## src/rtl/rbu_pkg.sv

```systemverilog
// Shared definitions for the relative branch unit.
// Assumes the opcode byte is always 8 bits wide.
package rbu_pkg;

    // Number of condition flags that a mask can select.
    localparam int NFLAGS = 4;

    // Bit positions of the flags inside the flag vector (mask bit order).
    localparam int FLG_S = 0;
    localparam int FLG_C = 1;
    localparam int FLG_Z = 2;
    localparam int FLG_O = 3;

    // Opcode families recognised by the decoder.
    typedef enum logic [1:0] {
        FAM_NONE    = 2'd0,   // not a relative branch
        FAM_ANY_SET = 2'd1,   // taken if any selected flag is 1
        FAM_ALL_CLR = 2'd2,   // taken if every selected flag is 0
        FAM_OCTAL   = 2'd3    // taken if index low bits are not all ones
    } fam_e;

endpackage

```

## src/rtl/rbu_decode.sv

```systemverilog
// Opcode classifier: maps an opcode byte to its branch family and the
// flag-select mask carried in its low bits.
// Assumes the 0x8F index test takes priority over the 0x88-0x8E range,
// which is not a branch.
module rbu_decode
    import rbu_pkg::*;
(
    input  logic [7:0]        opcode,
    output fam_e              fam,
    output logic [NFLAGS-1:0] mask
);

    // Classify the opcode and extract its mask field.
    always_comb begin
        fam  = FAM_NONE;
        mask = '0;
        if (opcode[7:3] == 5'b10000) begin
            fam  = FAM_ANY_SET;
            mask = {1'b0, opcode[2:0]};
        end else if (opcode == 8'h8F) begin
            fam  = FAM_OCTAL;
        end else if (opcode[7:4] == 4'h9) begin
            fam  = FAM_ALL_CLR;
            mask = opcode[3:0];
        end
    end

endmodule

```

## src/rtl/rbu_cond.sv

```systemverilog
// Condition evaluator: decides whether the decoded branch is taken.
// Assumes the flag vector uses the same bit order as the mask.
module rbu_cond
    import rbu_pkg::*;
#(
    parameter int ISAR_W = 3
) (
    input  fam_e              fam,
    input  logic [NFLAGS-1:0] mask,
    input  logic [NFLAGS-1:0] flags,
    input  logic [ISAR_W-1:0] isar_lo,
    output logic              is_br,
    output logic              taken
);

    logic [NFLAGS-1:0] hit;

    // One gate per flag: the flag counts only if the mask selects it.
    genvar gi;
    generate
        for (gi = 0; gi < NFLAGS; gi++) begin : g_hit
            assign hit[gi] = mask[gi] & flags[gi];
        end
    endgenerate

    // Reduce the selected flags according to the family.
    always_comb begin
        is_br = 1'b1;
        taken = 1'b0;
        unique case (fam)
            FAM_ANY_SET: taken = |hit;
            FAM_ALL_CLR: taken = ~|hit;
            FAM_OCTAL:   taken = (isar_lo != {ISAR_W{1'b1}});
            default:     is_br = 1'b0;
        endcase
    end

endmodule

```

## src/rtl/rbu_addr.sv

```systemverilog
// Address generator: forms the relative target and the fall-through
// address. Assumes pc points at the displacement byte and that the
// arithmetic wraps modulo 2^ADDR_W.
module rbu_addr #(
    parameter int ADDR_W = 16,
    parameter int DISP_W = 8
) (
    input  logic [ADDR_W-1:0] pc,
    input  logic [DISP_W-1:0] disp,
    output logic [ADDR_W-1:0] target,
    output logic [ADDR_W-1:0] seq
);

    logic [ADDR_W-1:0] disp_ext;

    // Sign-extend (or trim) the displacement to the address width.
    generate
        if (ADDR_W > DISP_W) begin : g_ext
            assign disp_ext = {{(ADDR_W-DISP_W){disp[DISP_W-1]}}, disp};
        end else begin : g_trim
            assign disp_ext = disp[ADDR_W-1:0];
        end
    endgenerate

    // Both candidate addresses are computed in parallel.
    always_comb begin
        target = pc + disp_ext;
        seq    = pc + ADDR_W'(1);
    end

endmodule

```

## src/rtl/rel_branch_unit.sv

```systemverilog
// Relative branch unit: evaluates one branch opcode per in_valid pulse and
// registers taken, target, next address and half-cycle cost.
// Assumes flags, index bits and pc are stable in the cycle in_valid is high.
module rel_branch_unit
    import rbu_pkg::*;
#(
    parameter int ADDR_W       = 16,
    parameter int DISP_W       = 8,
    parameter int ISAR_W       = 3,
    parameter int HC_W         = 4,
    parameter int HC_NOT_TAKEN = 6,
    parameter int HC_TAKEN     = 7
) (
    input  logic              clk,
    input  logic              rst_n,
    input  logic              in_valid,
    input  logic [7:0]        opcode,
    input  logic [DISP_W-1:0] disp,
    input  logic [ADDR_W-1:0] pc,
    input  logic              flag_c,
    input  logic              flag_z,
    input  logic              flag_s,
    input  logic              flag_o,
    input  logic [ISAR_W-1:0] isar_lo,
    output logic              out_valid,
    output logic              is_branch,
    output logic              taken,
    output logic [ADDR_W-1:0] target,
    output logic [ADDR_W-1:0] next_pc,
    output logic [HC_W-1:0]   half_cycles
);

    localparam logic [HC_W-1:0] HC_TK = HC_W'(HC_TAKEN);
    localparam logic [HC_W-1:0] HC_NT = HC_W'(HC_NOT_TAKEN);

    fam_e              fam;
    logic [NFLAGS-1:0] mask;
    logic [NFLAGS-1:0] flags;
    logic              br_c;
    logic              tk_c;
    logic [ADDR_W-1:0] tgt_c;
    logic [ADDR_W-1:0] seq_c;
    logic [HC_W-1:0]   hc_c;

    // Gather the flags in mask bit order.
    always_comb begin
        flags        = '0;
        flags[FLG_S] = flag_s;
        flags[FLG_C] = flag_c;
        flags[FLG_Z] = flag_z;
        flags[FLG_O] = flag_o;
    end

    rbu_decode u_dec (
        .opcode (opcode),
        .fam    (fam),
        .mask   (mask)
    );

    rbu_cond #(.ISAR_W(ISAR_W)) u_cond (
        .fam     (fam),
        .mask    (mask),
        .flags   (flags),
        .isar_lo (isar_lo),
        .is_br   (br_c),
        .taken   (tk_c)
    );

    rbu_addr #(.ADDR_W(ADDR_W), .DISP_W(DISP_W)) u_addr (
        .pc     (pc),
        .disp   (disp),
        .target (tgt_c),
        .seq    (seq_c)
    );

    // Select the branch cost; non-branch opcodes report zero.
    always_comb begin
        if (!br_c)     hc_c = '0;
        else if (tk_c) hc_c = HC_TK;
        else           hc_c = HC_NT;
    end

    // Output register: load on in_valid, hold otherwise.
    always_ff @(posedge clk) begin
        if (!rst_n) begin
            out_valid   <= 1'b0;
            is_branch   <= 1'b0;
            taken       <= 1'b0;
            target      <= '0;
            next_pc     <= '0;
            half_cycles <= '0;
        end else begin
            out_valid <= in_valid;
            if (in_valid) begin
                is_branch   <= br_c;
                taken       <= tk_c;
                target      <= tgt_c;
                next_pc     <= tk_c ? tgt_c : seq_c;
                half_cycles <= hc_c;
            end
        end
    end

endmodule

```

## config.mk

```make
export PLATFORM = sky130hd
export DESIGN_NAME = rel_branch_unit
export DESIGN_NICKNAME = d
export VERILOG_FILES = /design/src/rtl/rbu_pkg.sv /design/src/rtl/rbu_decode.sv /design/src/rtl/rbu_cond.sv /design/src/rtl/rbu_addr.sv /design/src/rtl/rel_branch_unit.sv
export SDC_FILE = /design/constraint.sdc
export NUM_CORES = 1
export LEC_CHECK = 0
export ABC_CLOCK_PERIOD_IN_PS = 6370
export CORE_MARGIN = 5
export CORE_UTILIZATION = 51
export CTS_CLUSTER_DIAMETER = 50
export DETAILED_ROUTE_END_ITERATION = 6
export GPL_ROUTABILITY_DRIVEN = 0
export GPL_TIMING_DRIVEN = 0
export PLACE_DENSITY = 0.9
export SKIP_CTS_REPAIR_TIMING = 1
export SYNTH_ARGS = -nofsm -noshare
export SYNTH_HDL_FRONTEND = slang
export SYNTH_SLANG_ARGS = --single-unit
```

## constraint.sdc

```tcl
create_clock -name clk -period 6.37 [get_ports clk]
set_input_delay 1.274 -clock clk [delete_from_list [all_inputs] [get_ports clk]]
set_output_delay 1.274 -clock clk [all_outputs]
set_load 0.01 [all_outputs]
```

==> results.txt <==
* Outcome: finished clean
* Synthesis Warnings: 0
- Flip-flop and latch count after synthesis: 36
- Via/cell ratio: 5.99
- Total Neg Setup Slack: 0 ps
* Hold WC Path Type: reg2reg
- Sink count of the clock tree: 36
* Total length of routed wires: 8040 um
- H-tree levels: 2
* Post-Route Utilization: 0.707
- Global-route usage over all layers: 0.243
- The clock passes through at most 2 buffers.
* P&R area growth vs syn: 36.9%
* RSZ-0062 raised after global routing: false
- On the worst path, the slowest cell contributes a delay of 620 ps.
- Total via count after detailed routing: 2,853
* Leakage: 1.41 nW
- After the last flow step, the layout net total stands at 465.
- Highest achievable clock rate: 266 MHz
* Synth Net Count: 379
- In this run the cell area of the synthesized design comes to 0.00259 mm^2.
* Critical path start-end classification: in2reg
- Count of final max-slew check failures: 0
* Fraction of registers with async set/reset: 0
- Cell type contributing the most total cell area after synthesis: sky130_fd_sc_hd__dfxtp_1
- The first detailed-routing pass ran for 5 iterations.
- Aggregate global routing overflow: 0
- Max-cap violations in this run came to 0.
- Iter 0 DRT Violations: 301
- Type of destination of the critical path: flip-flop
* Count of distinct cell types in the synthesized netlist: 55
- Total power density per cell area: 180 mW/mm^2
* Origin of the worst setup path: disp[7]
- At the later pin of the worst-skew pair, clock insertion delay measures 290 ps.
* Synth top area cells: sky130_fd_sc_hd__dfxtp_1 28%, sky130_fd_sc_hd__ha_1 7.7%, sky130_fd_sc_hd__xnor2_1 4.7%, sky130_fd_sc_hd__nand2_1 4.5%, sky130_fd_sc_hd__nor2_1 4.1%
- The number of endpoints with negative hold slack in the final report is 0.
- In the finished design, the share of the clock period the worst path needs comes to 0.590.
- Initial antenna violation count: 0
- Setup violations remaining at the end of the flow were counted as 0.
- The root buffer cell chosen for the clock tree is sky130_fd_sc_hd__clkbuf_8.
- Clock skew on the completed layout was measured at 0 ps.
- Count of flip-flops with a built-in enable after synthesis: 0
- Across the VDD grid, the largest voltage drop is 0.0860 mV.
- For this design the top-level I/O count stands at 81.
- Proportion of layout cells with a drive suffix above 1: 0.0665
* Crit path cell chain: clkdlybuf4s50_1 > ha_1 > and2_1 > a32oi_1 > o21ai_1 > a211oi_1 > nand3_1 > and3_1
- The first global-routing pass estimated 12,500 um of wire.
* Clock tree from TritonCTS: built
- Measured against its own limit, the worst slew margin works out to 0.562.
- Port buffering added 79 buffers.
- In this run the worst path has a maximum fanout of 9.
* Post-layout min period: 3760 ps
- Number of remaining DRC errors: 0
- The number of antenna diodes in the final layout is 0.
* Routed length per placed instance: 16.9 um
- The total area inside the core boundary comes to 0.00501 mm^2.
- For this run, the leading register cell type out of synthesis is sky130_fd_sc_hd__dfxtp_1.
* Largest net degree at the start of global routing: 11
- Total Die Area: 0.00660 mm^2
- STA puts the critical path data required time at 6560 ps.
- Die width: 81.2 um
* Post-Syn Instances: 320
* Worst Hold Launch: next_pc[0]
- Counting both buffers and inverters, the worst setup path holds a total of 1.
- STA classifies the critical path startpoint as an input port.
* Actual slew at the worst max-slew pin: 654 ps
- Starting Density: 0.516
* TritonCTS buffer count: 5
- In this run the critical register-to-register path is launched from next_pc[12].
* Signal arrival time at the worst endpoint: 3950 ps
- Sequential-to-total area share from yosys stat: 0.279
- Cell with the largest stage delay on the worst path: sky130_fd_sc_hd__clkdlybuf4s50_1
* Detail Route Antenna Nets: 0
- The via count of the first global-routing pass was 2,668.
- After clock tree synthesis, the clock-pin slew on the worst setup and hold paths is 70 ps.
- The cell family contributing the most delay on the critical path is compound AO/OA/AOI/OAI gates.
- Detailed placement finished with a half-perimeter wire length of 6280 um.
* Yosys top cell area share: 0.279
* DIE HEIGHT: 81.2 um
- A synthesized cell averages 8.09 um^2.
* Row count: 26
metal layers:
| metal | up-vias | share of wire | global-route usage |
|---|---|---|---|
| li1 | 1351 | - | - |
| met1 | 1297 | 0.39 | 0.288 |
| met2 | 169 | 0.48 | 0.416 |
| met3 | 36 | 0.090 | 0.0421 |
| met4 | 0 | 0.041 | 0.127 |
| met5 | - | 0 | 0 |
layout by cell type, fill, tap and decap left out, drive strengths merged, types with 13 or more instances in the layout:
cell type and instances:
xnor2 14, dfxtp 36, clkdlybuf4s50 79, nand3 20, nand2 32, nor2 28
ha 16, a21oi 21, nand4 13, clkbuf 14, o21ai 17
per-stage QoR:
stage          instances  power, mW  hold WS, ps  worst slack [ps]  cell area (um^2)
2_1_floorplan        320      0.380          486              3440              2590
6_report             476      0.637          462              2610              3540
3_3_place_gp         469      0.476          451              2480              3470
4_1_cts              476      0.634          464              2700              3540
3_5_place_dp         469      0.484          456              2410              3470
5_1_grt              476      0.666          488              2480              3540
report_power, final:
| part | total (mW) | internal (mW) | switching (mW) |
|---|---|---|---|
| Combinational | 0.229 | 0.110 | 0.119 |
| Clock | 0.153 | 0.0743 | 0.0786 |
| Sequential | 0.255 | 0.244 | 0.0113 |
| Total | 0.637 | 0.428 | 0.209 |
worst paths after layout:
| kind | end | slack, ps | cells past startpoint |
|---|---|---|---|
| worst max-delay path | next_pc[13] | 2610 | 8 |
| worst min-delay path | next_pc[0] | 460 | 2 |
| worst max register to register | next_pc[12] | 5500 | 3 |
| worst min register to register | next_pc[0] | 460 | 2 |
kinds of logic (layout without fill, tap and decap cells):
family	after synthesis	after routing	share of synthesized area
AO/OA/AOI/OAI	89	89	0.237
XOR/XNOR	24	24	0.0812
adder cells (fa/ha/maj)	17	17	0.0851
buffers and inverters	25	111	0.0566
flip-flops	36	36	0.279
multiplexers	9	9	0.0348
other	1	1	0.00145
AND/OR/NAND/NOR	119	119	0.225
registers in the layout, summed over array words and instances (netlist names):
name / flops
target: 16
taken: 1
next_pc: 16
out_valid: 1
half_cycles: 2
cell usage after synthesis, drive strengths merged, types with 7 or more instances:
cell type / count
nand4: 13
nand2: 32
nor3: 9
xnor2: 14
buf: 10
ha: 16
o211ai: 7
inv: 7
dfxtp: 36
xor2: 10
clkbuf: 8
mux2i: 9
a21oi: 21
nor2: 28
o21ai: 17
a21o: 10
nand3: 20
cell type report:
class	instances	area, um^2
fillers	409	1470
repair buffers	79	791
flip-flops and latches	36	721
clock buffers	6	72.6
clock inverters	1	5.00
multi-input cells	259	1720
inverters	7	26.3
well taps	70	87.6
plain buffers	18	120
worst reg2reg max path, delay by kind of cell, from the launching register on:
kind,cells,cell delay (ps)
flops,1,320
compound gates,3,460
Note: power is estimated with default switching activity, not from simulation.
